### src/rtl/mcseq_pkg.sv
package mcseq_pkg;
  typedef enum logic {
    ST_IDLE = 1'b0,
    ST_RUN  = 1'b1
  } seq_state_t;
endpackage

### src/rtl/mcseq_decode_store.sv
module mcseq_decode_store #(
  parameter int OP_W   = 6,
  parameter int N_CUST = 8,
  parameter int N_CTX  = 2,
  parameter int UW_W   = 16,
  parameter int CA_W   = 6,
  localparam int CX_W  = (N_CTX > 1) ? $clog2(N_CTX) : 1
) (
  input  logic            clk,
  input  logic            rst_n,
  input  logic [OP_W-1:0] rd_op,
  input  logic [CX_W-1:0] rd_ctx,
  output logic [UW_W-1:0] rd_uword,
  output logic [CA_W-1:0] rd_cptr,
  output logic            rd_multi,
  output logic            rd_legal,
  input  logic            wr_en,
  input  logic [CX_W-1:0] wr_ctx,
  input  logic [OP_W-1:0] wr_op,
  input  logic            wr_valid,
  input  logic            wr_multi,
  input  logic [CA_W-1:0] wr_cptr,
  input  logic [UW_W-1:0] wr_uword
);
  localparam int N_OPS = 1 << OP_W;
  localparam int N_STD = N_OPS - N_CUST;
  localparam int CI_W  = (N_CUST > 1) ? $clog2(N_CUST) : 1;

  logic [UW_W-1:0] std_uw [N_STD];
  logic [CA_W-1:0] std_cp [N_STD];
  logic            std_mc [N_STD];

  logic            wr_cust, rd_cust;
  logic [OP_W-1:0] wr_off, rd_off;
  logic [CI_W-1:0] wr_idx, rd_idx;

  assign wr_cust = (wr_op >= OP_W'(N_STD));
  assign rd_cust = (rd_op >= OP_W'(N_STD));
  assign wr_off  = wr_op - OP_W'(N_STD);
  assign rd_off  = rd_op - OP_W'(N_STD);
  assign wr_idx  = wr_off[CI_W-1:0];
  assign rd_idx  = rd_off[CI_W-1:0];

  // shared standard table: plain memory, loaded by the host
  always_ff @(posedge clk) begin
    if (wr_en && !wr_cust) begin
      std_uw[wr_op] <= wr_uword;
      std_cp[wr_op] <= wr_cptr;
      std_mc[wr_op] <= wr_multi;
    end
  end

  // per-context custom banks; each bank presents its own read value
  logic [UW_W-1:0] bk_uw [N_CTX];
  logic [CA_W-1:0] bk_cp [N_CTX];
  logic            bk_mc [N_CTX];
  logic            bk_vl [N_CTX];

  for (genvar b = 0; b < N_CTX; b++) begin : g_bank
    logic [UW_W-1:0] uw_q [N_CUST];
    logic [CA_W-1:0] cp_q [N_CUST];
    logic            mc_q [N_CUST];
    logic            vl_q [N_CUST];
    logic            hit;

    assign hit = wr_en && wr_cust && (wr_ctx == CX_W'(b));

    always_ff @(posedge clk or negedge rst_n) begin
      if (!rst_n) begin
        for (int i = 0; i < N_CUST; i++) vl_q[i] <= 1'b0;
      end else if (hit) begin
        vl_q[wr_idx] <= wr_valid;
      end
    end

    always_ff @(posedge clk) begin
      if (hit) begin
        uw_q[wr_idx] <= wr_uword;
        cp_q[wr_idx] <= wr_cptr;
        mc_q[wr_idx] <= wr_multi;
      end
    end

    assign bk_uw[b] = uw_q[rd_idx];
    assign bk_cp[b] = cp_q[rd_idx];
    assign bk_mc[b] = mc_q[rd_idx];
    assign bk_vl[b] = vl_q[rd_idx];
  end

  always_comb begin
    if (rd_cust) begin
      rd_uword = bk_uw[rd_ctx];
      rd_cptr  = bk_cp[rd_ctx];
      rd_multi = bk_mc[rd_ctx];
      rd_legal = bk_vl[rd_ctx];
    end else begin
      rd_uword = std_uw[rd_op];
      rd_cptr  = std_cp[rd_op];
      rd_multi = std_mc[rd_op];
      rd_legal = 1'b1;
    end
  end
endmodule

### src/rtl/mcseq_cont_store.sv
module mcseq_cont_store #(
  parameter int UW_W = 16,
  parameter int CA_W = 6
) (
  input  logic            clk,
  input  logic [CA_W-1:0] rd_addr,
  output logic [UW_W-1:0] rd_uword,
  output logic [CA_W-1:0] rd_link,
  output logic            rd_last,
  input  logic            wr_en,
  input  logic [CA_W-1:0] wr_addr,
  input  logic [UW_W-1:0] wr_uword,
  input  logic [CA_W-1:0] wr_link,
  input  logic            wr_last
);
  localparam int N_WORDS = 1 << CA_W;

  logic [UW_W-1:0] uw_m   [N_WORDS];
  logic [CA_W-1:0] link_m [N_WORDS];
  logic            last_m [N_WORDS];

  always_ff @(posedge clk) begin
    if (wr_en) begin
      uw_m[wr_addr]   <= wr_uword;
      link_m[wr_addr] <= wr_link;
      last_m[wr_addr] <= wr_last;
    end
  end

  assign rd_uword = uw_m[rd_addr];
  assign rd_link  = link_m[rd_addr];
  assign rd_last  = last_m[rd_addr];
endmodule

### src/rtl/mcseq_ctrl.sv
module mcseq_ctrl
  import mcseq_pkg::*;
#(
  parameter int              UW_W   = 16,
  parameter int              CA_W   = 6,
  parameter logic [UW_W-1:0] NOP_UW = '0
) (
  input  logic            clk,
  input  logic            rst_n,
  input  logic            op_valid,
  output logic            op_ready,
  input  logic [UW_W-1:0] dq_uword,
  input  logic [CA_W-1:0] dq_cptr,
  input  logic            dq_multi,
  input  logic            dq_legal,
  output logic [CA_W-1:0] cs_addr,
  input  logic [UW_W-1:0] cs_uword,
  input  logic [CA_W-1:0] cs_link,
  input  logic            cs_last,
  output logic            uw_valid,
  output logic [UW_W-1:0] uw_data,
  output logic            illegal
);
  seq_state_t      st_q;
  logic [CA_W-1:0] ptr_q;

  assign op_ready = (st_q == ST_IDLE);
  assign cs_addr  = ptr_q;

  always_ff @(posedge clk or negedge rst_n) begin
    if (!rst_n) begin
      st_q     <= ST_IDLE;
      ptr_q    <= '0;
      uw_valid <= 1'b0;
      uw_data  <= NOP_UW;
      illegal  <= 1'b0;
    end else begin
      uw_valid <= 1'b0;
      illegal  <= 1'b0;
      unique case (st_q)
        ST_IDLE: begin
          if (op_valid) begin
            uw_valid <= 1'b1;
            if (dq_legal) begin
              uw_data <= dq_uword;
              if (dq_multi) begin
                st_q  <= ST_RUN;
                ptr_q <= dq_cptr;
              end
            end else begin
              uw_data <= NOP_UW;
              illegal <= 1'b1;
            end
          end
        end
        ST_RUN: begin
          uw_valid <= 1'b1;
          uw_data  <= cs_uword;
          if (cs_last) st_q  <= ST_IDLE;
          else         ptr_q <= cs_link;
        end
        default: st_q <= ST_IDLE;
      endcase
    end
  end
endmodule

### src/rtl/mcseq_top.sv
module mcseq_top #(
  parameter int              OP_W   = 6,
  parameter int              N_CUST = 8,
  parameter int              N_CTX  = 2,
  parameter int              UW_W   = 16,
  parameter int              CA_W   = 6,
  parameter logic [UW_W-1:0] NOP_UW = '0,
  localparam int             CX_W   = (N_CTX > 1) ? $clog2(N_CTX) : 1
) (
  input  logic            clk,
  input  logic            rst_n,
  input  logic            op_valid,
  output logic            op_ready,
  input  logic [OP_W-1:0] op_data,
  input  logic [CX_W-1:0] ctx_sel,
  output logic            uw_valid,
  output logic [UW_W-1:0] uw_data,
  output logic            illegal,
  input  logic            hd_we,
  input  logic [CX_W-1:0] hd_ctx,
  input  logic [OP_W-1:0] hd_op,
  input  logic            hd_valid,
  input  logic            hd_multi,
  input  logic [CA_W-1:0] hd_cptr,
  input  logic [UW_W-1:0] hd_uword,
  input  logic            hc_we,
  input  logic [CA_W-1:0] hc_addr,
  input  logic            hc_last,
  input  logic [CA_W-1:0] hc_link,
  input  logic [UW_W-1:0] hc_uword
);
  logic [UW_W-1:0] dq_uword;
  logic [CA_W-1:0] dq_cptr;
  logic            dq_multi;
  logic            dq_legal;
  logic [CA_W-1:0] cs_addr;
  logic [UW_W-1:0] cs_uword;
  logic [CA_W-1:0] cs_link;
  logic            cs_last;

  mcseq_decode_store #(
    .OP_W(OP_W), .N_CUST(N_CUST), .N_CTX(N_CTX), .UW_W(UW_W), .CA_W(CA_W)
  ) u_dec (
    .clk(clk), .rst_n(rst_n),
    .rd_op(op_data), .rd_ctx(ctx_sel),
    .rd_uword(dq_uword), .rd_cptr(dq_cptr), .rd_multi(dq_multi), .rd_legal(dq_legal),
    .wr_en(hd_we), .wr_ctx(hd_ctx), .wr_op(hd_op), .wr_valid(hd_valid),
    .wr_multi(hd_multi), .wr_cptr(hd_cptr), .wr_uword(hd_uword)
  );

  mcseq_cont_store #(.UW_W(UW_W), .CA_W(CA_W)) u_cont (
    .clk(clk),
    .rd_addr(cs_addr), .rd_uword(cs_uword), .rd_link(cs_link), .rd_last(cs_last),
    .wr_en(hc_we), .wr_addr(hc_addr), .wr_uword(hc_uword),
    .wr_link(hc_link), .wr_last(hc_last)
  );

  mcseq_ctrl #(.UW_W(UW_W), .CA_W(CA_W), .NOP_UW(NOP_UW)) u_ctrl (
    .clk(clk), .rst_n(rst_n),
    .op_valid(op_valid), .op_ready(op_ready),
    .dq_uword(dq_uword), .dq_cptr(dq_cptr), .dq_multi(dq_multi), .dq_legal(dq_legal),
    .cs_addr(cs_addr), .cs_uword(cs_uword), .cs_link(cs_link), .cs_last(cs_last),
    .uw_valid(uw_valid), .uw_data(uw_data), .illegal(illegal)
  );
endmodule

### config.mk
export PLATFORM = sky130hd
export DESIGN_NAME = mcseq_top
export DESIGN_NICKNAME = d
export VERILOG_FILES = /design/src/rtl/mcseq_pkg.sv /design/src/rtl/mcseq_decode_store.sv /design/src/rtl/mcseq_cont_store.sv /design/src/rtl/mcseq_ctrl.sv /design/src/rtl/mcseq_top.sv
export SDC_FILE = /design/constraint.sdc
export NUM_CORES = 2
export LEC_CHECK = 0
export BUFFER_PORTS_ARGS = -buffer_cell sky130_fd_sc_hd__buf_2
export CORE_MARGIN = 3
export CORE_UTILIZATION = 40
export DETAILED_ROUTE_END_ITERATION = 8
export PLACE_DENSITY = 0.66
export SLEW_MARGIN = 5
export SYNTH_ARGS = -nofsm -noshare
export SYNTH_HDL_FRONTEND = slang
export SYNTH_SLANG_ARGS = --single-unit
### constraint.sdc
create_clock -name clk -period 4.6 [get_ports clk]
set_input_delay 0.69 -clock clk [delete_from_list [all_inputs] [get_ports clk]]
set_output_delay 0.69 -clock clk [all_outputs]
set_load 0.01 [all_outputs]
After elaboration in Yosys (flattened, before gate mapping)
Memory sizes are Yosys's and may differ from the RTL's. Index checks and enable logic that the tools add are counted.

Register bits: 41. Latch bits: 0. Bits in writable memories: 3128. ROM bits: 0. Input bits: 72. Memories kept: 12.

Add/subtract/negate cells: 2. Multiply operators: 0. Div/mod/pow operators: 0. Magnitude comparators: 6. Equality and inequality tests: 4. Shifts and indexed selects: 0. Multiplexer cells: 52. Bitwise operators: 5. Reductions and logical operators: 7.

Memories: u_cont.uw_m (words 64, width 16, rd ports 1, clocked after memory_dff 0, wr ports 1, line mcseq_cont_store.sv:18) `logic [UW_W-1:0] uw_m [N_WORDS];`; u_dec.std_uw (words 56, width 16, rd ports 1, clocked after memory_dff 0, wr ports 1, line mcseq_decode_store.sv:29) `logic [UW_W-1:0] std_uw [N_STD];`; u_cont.link_m (words 64, width 6, rd ports 1, clocked after memory_dff 0, wr ports 1, line mcseq_cont_store.sv:19) `logic [CA_W-1:0] link_m [N_WORDS];`; u_dec.std_cp (words 56, width 6, rd ports 1, clocked after memory_dff 0, wr ports 1, line mcseq_decode_store.sv:30) `logic [CA_W-1:0] std_cp [N_STD];`; u_dec.g_bank[0].uw_q (words 8, width 16, rd ports 1, clocked after memory_dff 0, wr ports 1, line mcseq_decode_store.sv:60) `logic [UW_W-1:0] uw_q [N_CUST];`; u_dec.g_bank[1].uw_q (words 8, width 16, rd ports 1, clocked after memory_dff 0, wr ports 1, line mcseq_decode_store.sv:60); 6 more memories.

Operators with widths (number): 16-bit 2-to-1 mux (6); 6-bit 2-to-1 mux (8); 16-bit one-hot mux with 2 select lines (1); 1-bit 2-to-1 mux (29); 8-bit bitwise mux (2); 6-bit greater-or-equal comparator, second input constant (2); 6-bit one-hot mux with 2 select lines (1); 4-bit greater-or-equal comparator, second input constant (2); 3-bit inverter with 4-bit output (2); 1-bit binary-select mux with 3-bit select (2); 3-bit by 1-bit subtractor with 3-bit output, second input constant (2); 1-bit logical AND (5); 4-bit by 1-bit < comparator with 1-bit output, second input constant (1); 2-bit by 1-bit != test with 1-bit output, second input constant (2); 2-bit != test, second input constant (2); 1-bit one-hot mux with 2 select lines (2); 4-bit AND reduction (1); 1-bit demux with 3-bit select (1); 2-bit greater-or-equal comparator, second input constant (1); 1-bit inverter (2); 1-bit inverter with 2-bit output (1); 1-bit zero test (1).

Longest topological paths before layout
Depth in word-level cells: 12. Gate-level depth with buffers: 14.

By module
Synthesis repeated with hierarchy kept, for this count alone.

Cells, all modules: 5365. Area, all modules: 122074.6 µm².

By module, submodules not included: mcseq_decode_store (instances 1, cells each 2823, area an instance 64612.0 µm²); mcseq_cont_store (instances 1, cells each 2427, area an instance 56264.0 µm²); mcseq_ctrl (instances 1, cells each 115, area an instance 1198.6 µm²).

Worst setup path before layout
OpenSTA, ideal clock, no wires.

Path kind: in2reg. Start point: input port hd_op[5]. End point: register u_dec.g_bank[0].vl_q[7] (netlist bit). Setup time: 0.125 ns. Arrival: 4.295 ns. Required time: 4.475 ns. Setup slack: 0.180 ns. Stages on the path: 6. Buffers on the path: 2. Cell sequence: clkbuf_1 and3_1 clkbuf_1 nand3b_1 nor4_1 mux2_2.

Cells in the longest elaborated chain, start to end: 3.

Ends and longest elaborated chain: start: declaration (line mcseq_top.sv:21) `input logic [OP_W-1:0] hd_op,`; 6-bit greater-or-equal comparator (line mcseq_decode_store.sv:37) `assign wr_cust = (wr_op >= OP_W'(N_STD));`; 1-bit logical AND (2 in series) (line mcseq_decode_store.sv:66) `assign hit = wr_en && wr_cust && (wr_ctx == CX_W'(b));`; end signal: indexed assignment (line mcseq_decode_store.sv:72) `vl_q[wr_idx] <= wr_valid;`; end: declaration (line mcseq_decode_store.sv:63) `logic vl_q [N_CUST];`.

No other way between the ends. A chain may end at the register's enable or synchronous reset.

Worst setup path after layout
Start point: register u_ctrl.ptr_q[0], in the netlist u_ctrl.cs_addr[0]. End point: register u_ctrl.ptr_q[0], in the netlist u_ctrl.cs_addr[0].

Cells in the longest elaborated chain, start to end: 3. Elaborated cells on any way between the ends: 6.

Ends and longest elaborated chain: start: declaration (line mcseq_ctrl.sv:25) `logic [CA_W-1:0] ptr_q;`; start signal: assignment (line mcseq_ctrl.sv:48) `ptr_q <= dq_cptr;`; start signal: assignment (line mcseq_ctrl.sv:60) `else ptr_q <= cs_link;`; memory read 64 x 1 bit or memory read 64 x 6 bit (tied branches); 2-bit != test (no line) or 6-bit 2-to-1 mux (tied branches); 4-bit AND reduction (no line) or 6-bit one-hot mux with 2 select lines (tied branches).

Several ways; a longest one is shown, not always the timed one. The select of a mux whose other input is x is not followed.

==> summary.md <==
| Metric | Value |
|---|---|
| Non-Filler Instances | between 9k and 10k |
| Status | finished clean |
| Crit path max-delay family | multiplexers |
| Area share of the largest cell type after synthesis | approximately 77% |
| CTS tree | built |
| First-pass GRT wire length | around 440 mm |
| Share of cells above drive strength 1 | 33.8% |
| Min cycle time layout | between 4000 and 5000 ps |
| Htree depth | 5 |
| Wirelength per Cell | approximately 32 um |
| Slew @ Worst Pin | between 1000 and 1500 ps |
| Post-route ant nets | 0 |
| Total Routing Usage GR | between 10% and 20% |
| Vias in the first global route | approximately 57k |
| Primary FF master, synth | edfxtp_1 |
| Count leader, synth | edfxtp_1 |
| M1 WL | around 120 mm |
| Post-synthesis sequential area ratio | between 70% and 80% |
| Worst Setup Start Kind | flop |
| Mapped cell area | approximately 120000 um2 |
| Final TNS setup | 0 ps |
| Post-synth ARST share | under 10% |
| Endpoints failing setup | 0 |
| PortBufs | 90 |
| Hold Path Class | input pin to flop |
| Highest routing layer actually used | met5 |
| Slew Viols, Final | 0 |
| RSZ-0062 raised after global routing | false |
| DRC viols | 0 |
| Post-DP Area | roughly 130000 um2 |
| Floorplan die width | 557 um |
| Worst reg2reg startpoint | u_ctrl.cs_addr[0]$_DFFE_PN0P_ |
| Clock Latency Late Sink | around 860 ps |
| Hold worst-path end | u_ctrl.uw_valid$_DFF_PN0_ |
| Total area of sequential cells | roughly 95000 um2 |
| Critical Path AT | 4920 ps |
| Dpl hpwl | 178 mm |
| CP cell instances | buf_12 -> buf_4 -> mux4_2 -> mux4_2 -> nor2_1 -> a21oi_1 -> a21oi_1 -> o211ai_1 -> mux2_2 |
| Vias | roughly 57k |
| PnR Total Power | between 60 and 70 mW |
| Fillcell total | ~24k |
| Pwr per Cell Area | 499 nW/um2 |
| Total wire length | 310 mm |
| Antenna violations before repair | 38 |
| GP Congestion | approximately 0.82 |
| Worst path required time | ~5400 ps |
| Reg2Reg Setup Slack | 430 ps |
| Mapped Nets | around 5.1k |
| Clock skew | roughly 43 ps |
| Peak Freq | roughly 240 MHz |
| Core area | 301000 um2 |
| Post-Syn Instances | 5066 |
| Die area | 310000 um2 |
| Initial Util | around two fifths |
| Relative max-transition margin | under 10% |
| Final count of hold timing violations | 0 |
| Crit. End Element | flop |
| Synth area leader | edfxtp_1 |
| Iter 0 DRT Violations | between 7k and 8k |
| # clock sinks | between 3k and 4k |
| Crit path kind | flop to flop |
| Area Growth Syn to Fin | 14.0% |
| Clk slew on worst S/H paths | around 60 ps |
| Syn_area_per_cell | approximately 24 um2 |
| Worst-path maximum fanout | 30 |
| Critical Path Slowest Stage Cell | dfrtp_4 |
| Post-CTS Resized | 0 |
| Leakage | roughly 43 nW |
| EDFF count, synth | 3128 |
| Bufs and invs on worst path | 2 |
| Synth Register Bits | between 3k and 4k |
| Fin nets | 5585 |
| Mean number of vias per cell | ~5.9 |
| Hold_sp | op_valid |
| Cells after DPL | 9165 |
| Worst vdd ir | 0.000388 V |
| Cell Rows | ~200 |
| Max clock buf depth | 4 |
| Met3 routed WL | 31.3 mm |
| Max_cap viols | 0 |
| WL met2 | 152 mm |
| Ys Warns | 0 |
| Largest net degree at the start of global routing | 73 |
| Clk Tree Root Cell | clkbuf_16 |
| Post-synth top cells | edfxtp_1, mux4_2, nor2_1 |
| Critical Path Max Stage Delay | between 700 and 800 ps |
| R2R cell count | 9 |
| Final period util | between 90% and 100% |
| Multi-input logic area | 25500 um2 |
| Die height | approximately 560 um |
| Cell area after layout | ~140000 um2 |
| Synth unique cells | 52 |
| Synth top area cells | edfxtp_1, mux4_2, dfrtp_1, mux2i_1, nor2_1 |
| Hold path depth | 3 |
| R2R Path End | u_ctrl.cs_addr[0]$_DFFE_PN0P_ |
| DRT Pass-1 Iters | 6 |
| CTS Buf Count | around 300 |
| GRT Residual Overflow | 0 |
| I/O pin count | 91 |
-- per-layer routing --
metal	GRT usage [%]	vias to the layer above
met2	32.2	2989
met3	4.91	499
met4	5.58	18
li1	-	22700
met1	26.6	31000
met5	0	-
-- logic make-up after synthesis --
kind of cell / after synthesis / share of synthesized area [%]
flops: 3169 / 78.2
mux: 1038 / 18.2
simple gates: 381 / 1.39
buf+inv: 286 / 1.17
compound gates: 192 / 1.07
-- registers in the layout (all words and copies together) (netlist names), 6 cells and up --
signal	flops
u_cont.last_m	64
u_dec.g_bank.vl_q	16
u_dec.g_bank.mc_q	16
u_ctrl.cs_addr	6
u_cont.uw_m	1024
u_dec.g_bank.cp_q	96
u_dec.std_cp	336
u_ctrl.uw_data	16
u_dec.std_mc	56
u_dec.g_bank.uw_q	256
u_dec.std_uw	896
u_cont.link_m	384
-- timing repair --
| item | in CTS | in global routing |
|---|---|---|
| buffers inserted | 0 | 0 |
| endpoints found under the hold margin | 33 | 0 |
| hold buffers | 1 | 0 |
| setup endpoints to repair | 0 | 0 |
-- report_power, final --
| part | leakage (nW) | switching, mW | internal (mW) | total, mW |
|---|---|---|---|---|
| registers | 28.7 | 0.599 | 32.0 | 32.6 |
| logic | 9.63 | 6.60 | 5.72 | 12.3 |
| clock network | 4.60 | 10.4 | 13.7 | 24.2 |
-- cell type report --
type / count / area share [%]
antenna: 17 / 0.0307
inverter: 9 / 0.0253
multi-input combinational: 1611 / 18.4
clock buffer: 396 / 5.93
tap: 3958 / 3.58
sequential: 3169 / 68.6
clock inverter: 137 / 0.906
timing repair buffer: 419 / 2.52
-- worst max-delay path by stage --
stage	start	to	slack [ps]	cells after the start
2_1_floorplan	hd_op[5]	u_dec.g_bank[0].vl_q[7]$_DFFE_PN0P_	180	6
3_3_place_gp	u_ctrl.cs_addr[0]$_DFFE_PN0P_	u_ctrl.cs_addr[0]$_DFFE_PN0P_	560	8
3_5_place_dp	op_data[0]	u_ctrl.uw_data[3]$_DFFE_PN0N_	520	7
4_1_cts	u_ctrl.cs_addr[0]$_DFFE_PN0P_	u_ctrl.cs_addr[0]$_DFFE_PN0P_	550	9
5_1_grt	u_ctrl.cs_addr[0]$_DFFE_PN0P_	u_ctrl.cs_addr[0]$_DFFE_PN0P_	260	9
6_report	u_ctrl.cs_addr[0]$_DFFE_PN0P_	u_ctrl.cs_addr[0]$_DFFE_PN0P_	430	9
-- through the flow --
step | hold slack [ps] | util (%) | setup slack [ps]
after global routing | 96.1 | 46.0 | 261
after floorplan | 394 | - | 180
after CTS | 88.7 | 46.0 | 548
after global placement | 471 | 42.8 | 564
after detailed placement | 469 | 42.8 | 516
final | 129 | 46.0 | 431
-- layout by cell type (no fill, tap or decap), types with 53 or more instances in the layout --
| master | count |
|---|---|
| clkinv_1 | 53 |
| buf_4 | 285 |
| nor2_2 | 119 |
| clkbuf_1 | 76 |
| mux4_2 | 926 |
| buf_2 | 87 |
| edfxtp_1 | 3128 |
| mux2i_1 | 72 |
| nand2_1 | 99 |
| clkbuf_16 | 312 |
-- worst reg2reg max path, delay by kind of cell (launching register included) --
| family | cells | cell delay [ps] |
|---|---|---|
| flip-flops | 1 | 760 |
| AO/OA/AOI/OAI | 3 | 1130 |
| buffers and inverters | 2 | 630 |
| multiplexers | 3 | 1420 |
| AND/OR/NAND/NOR | 1 | 110 |
(Power assumes the default switching activity.)
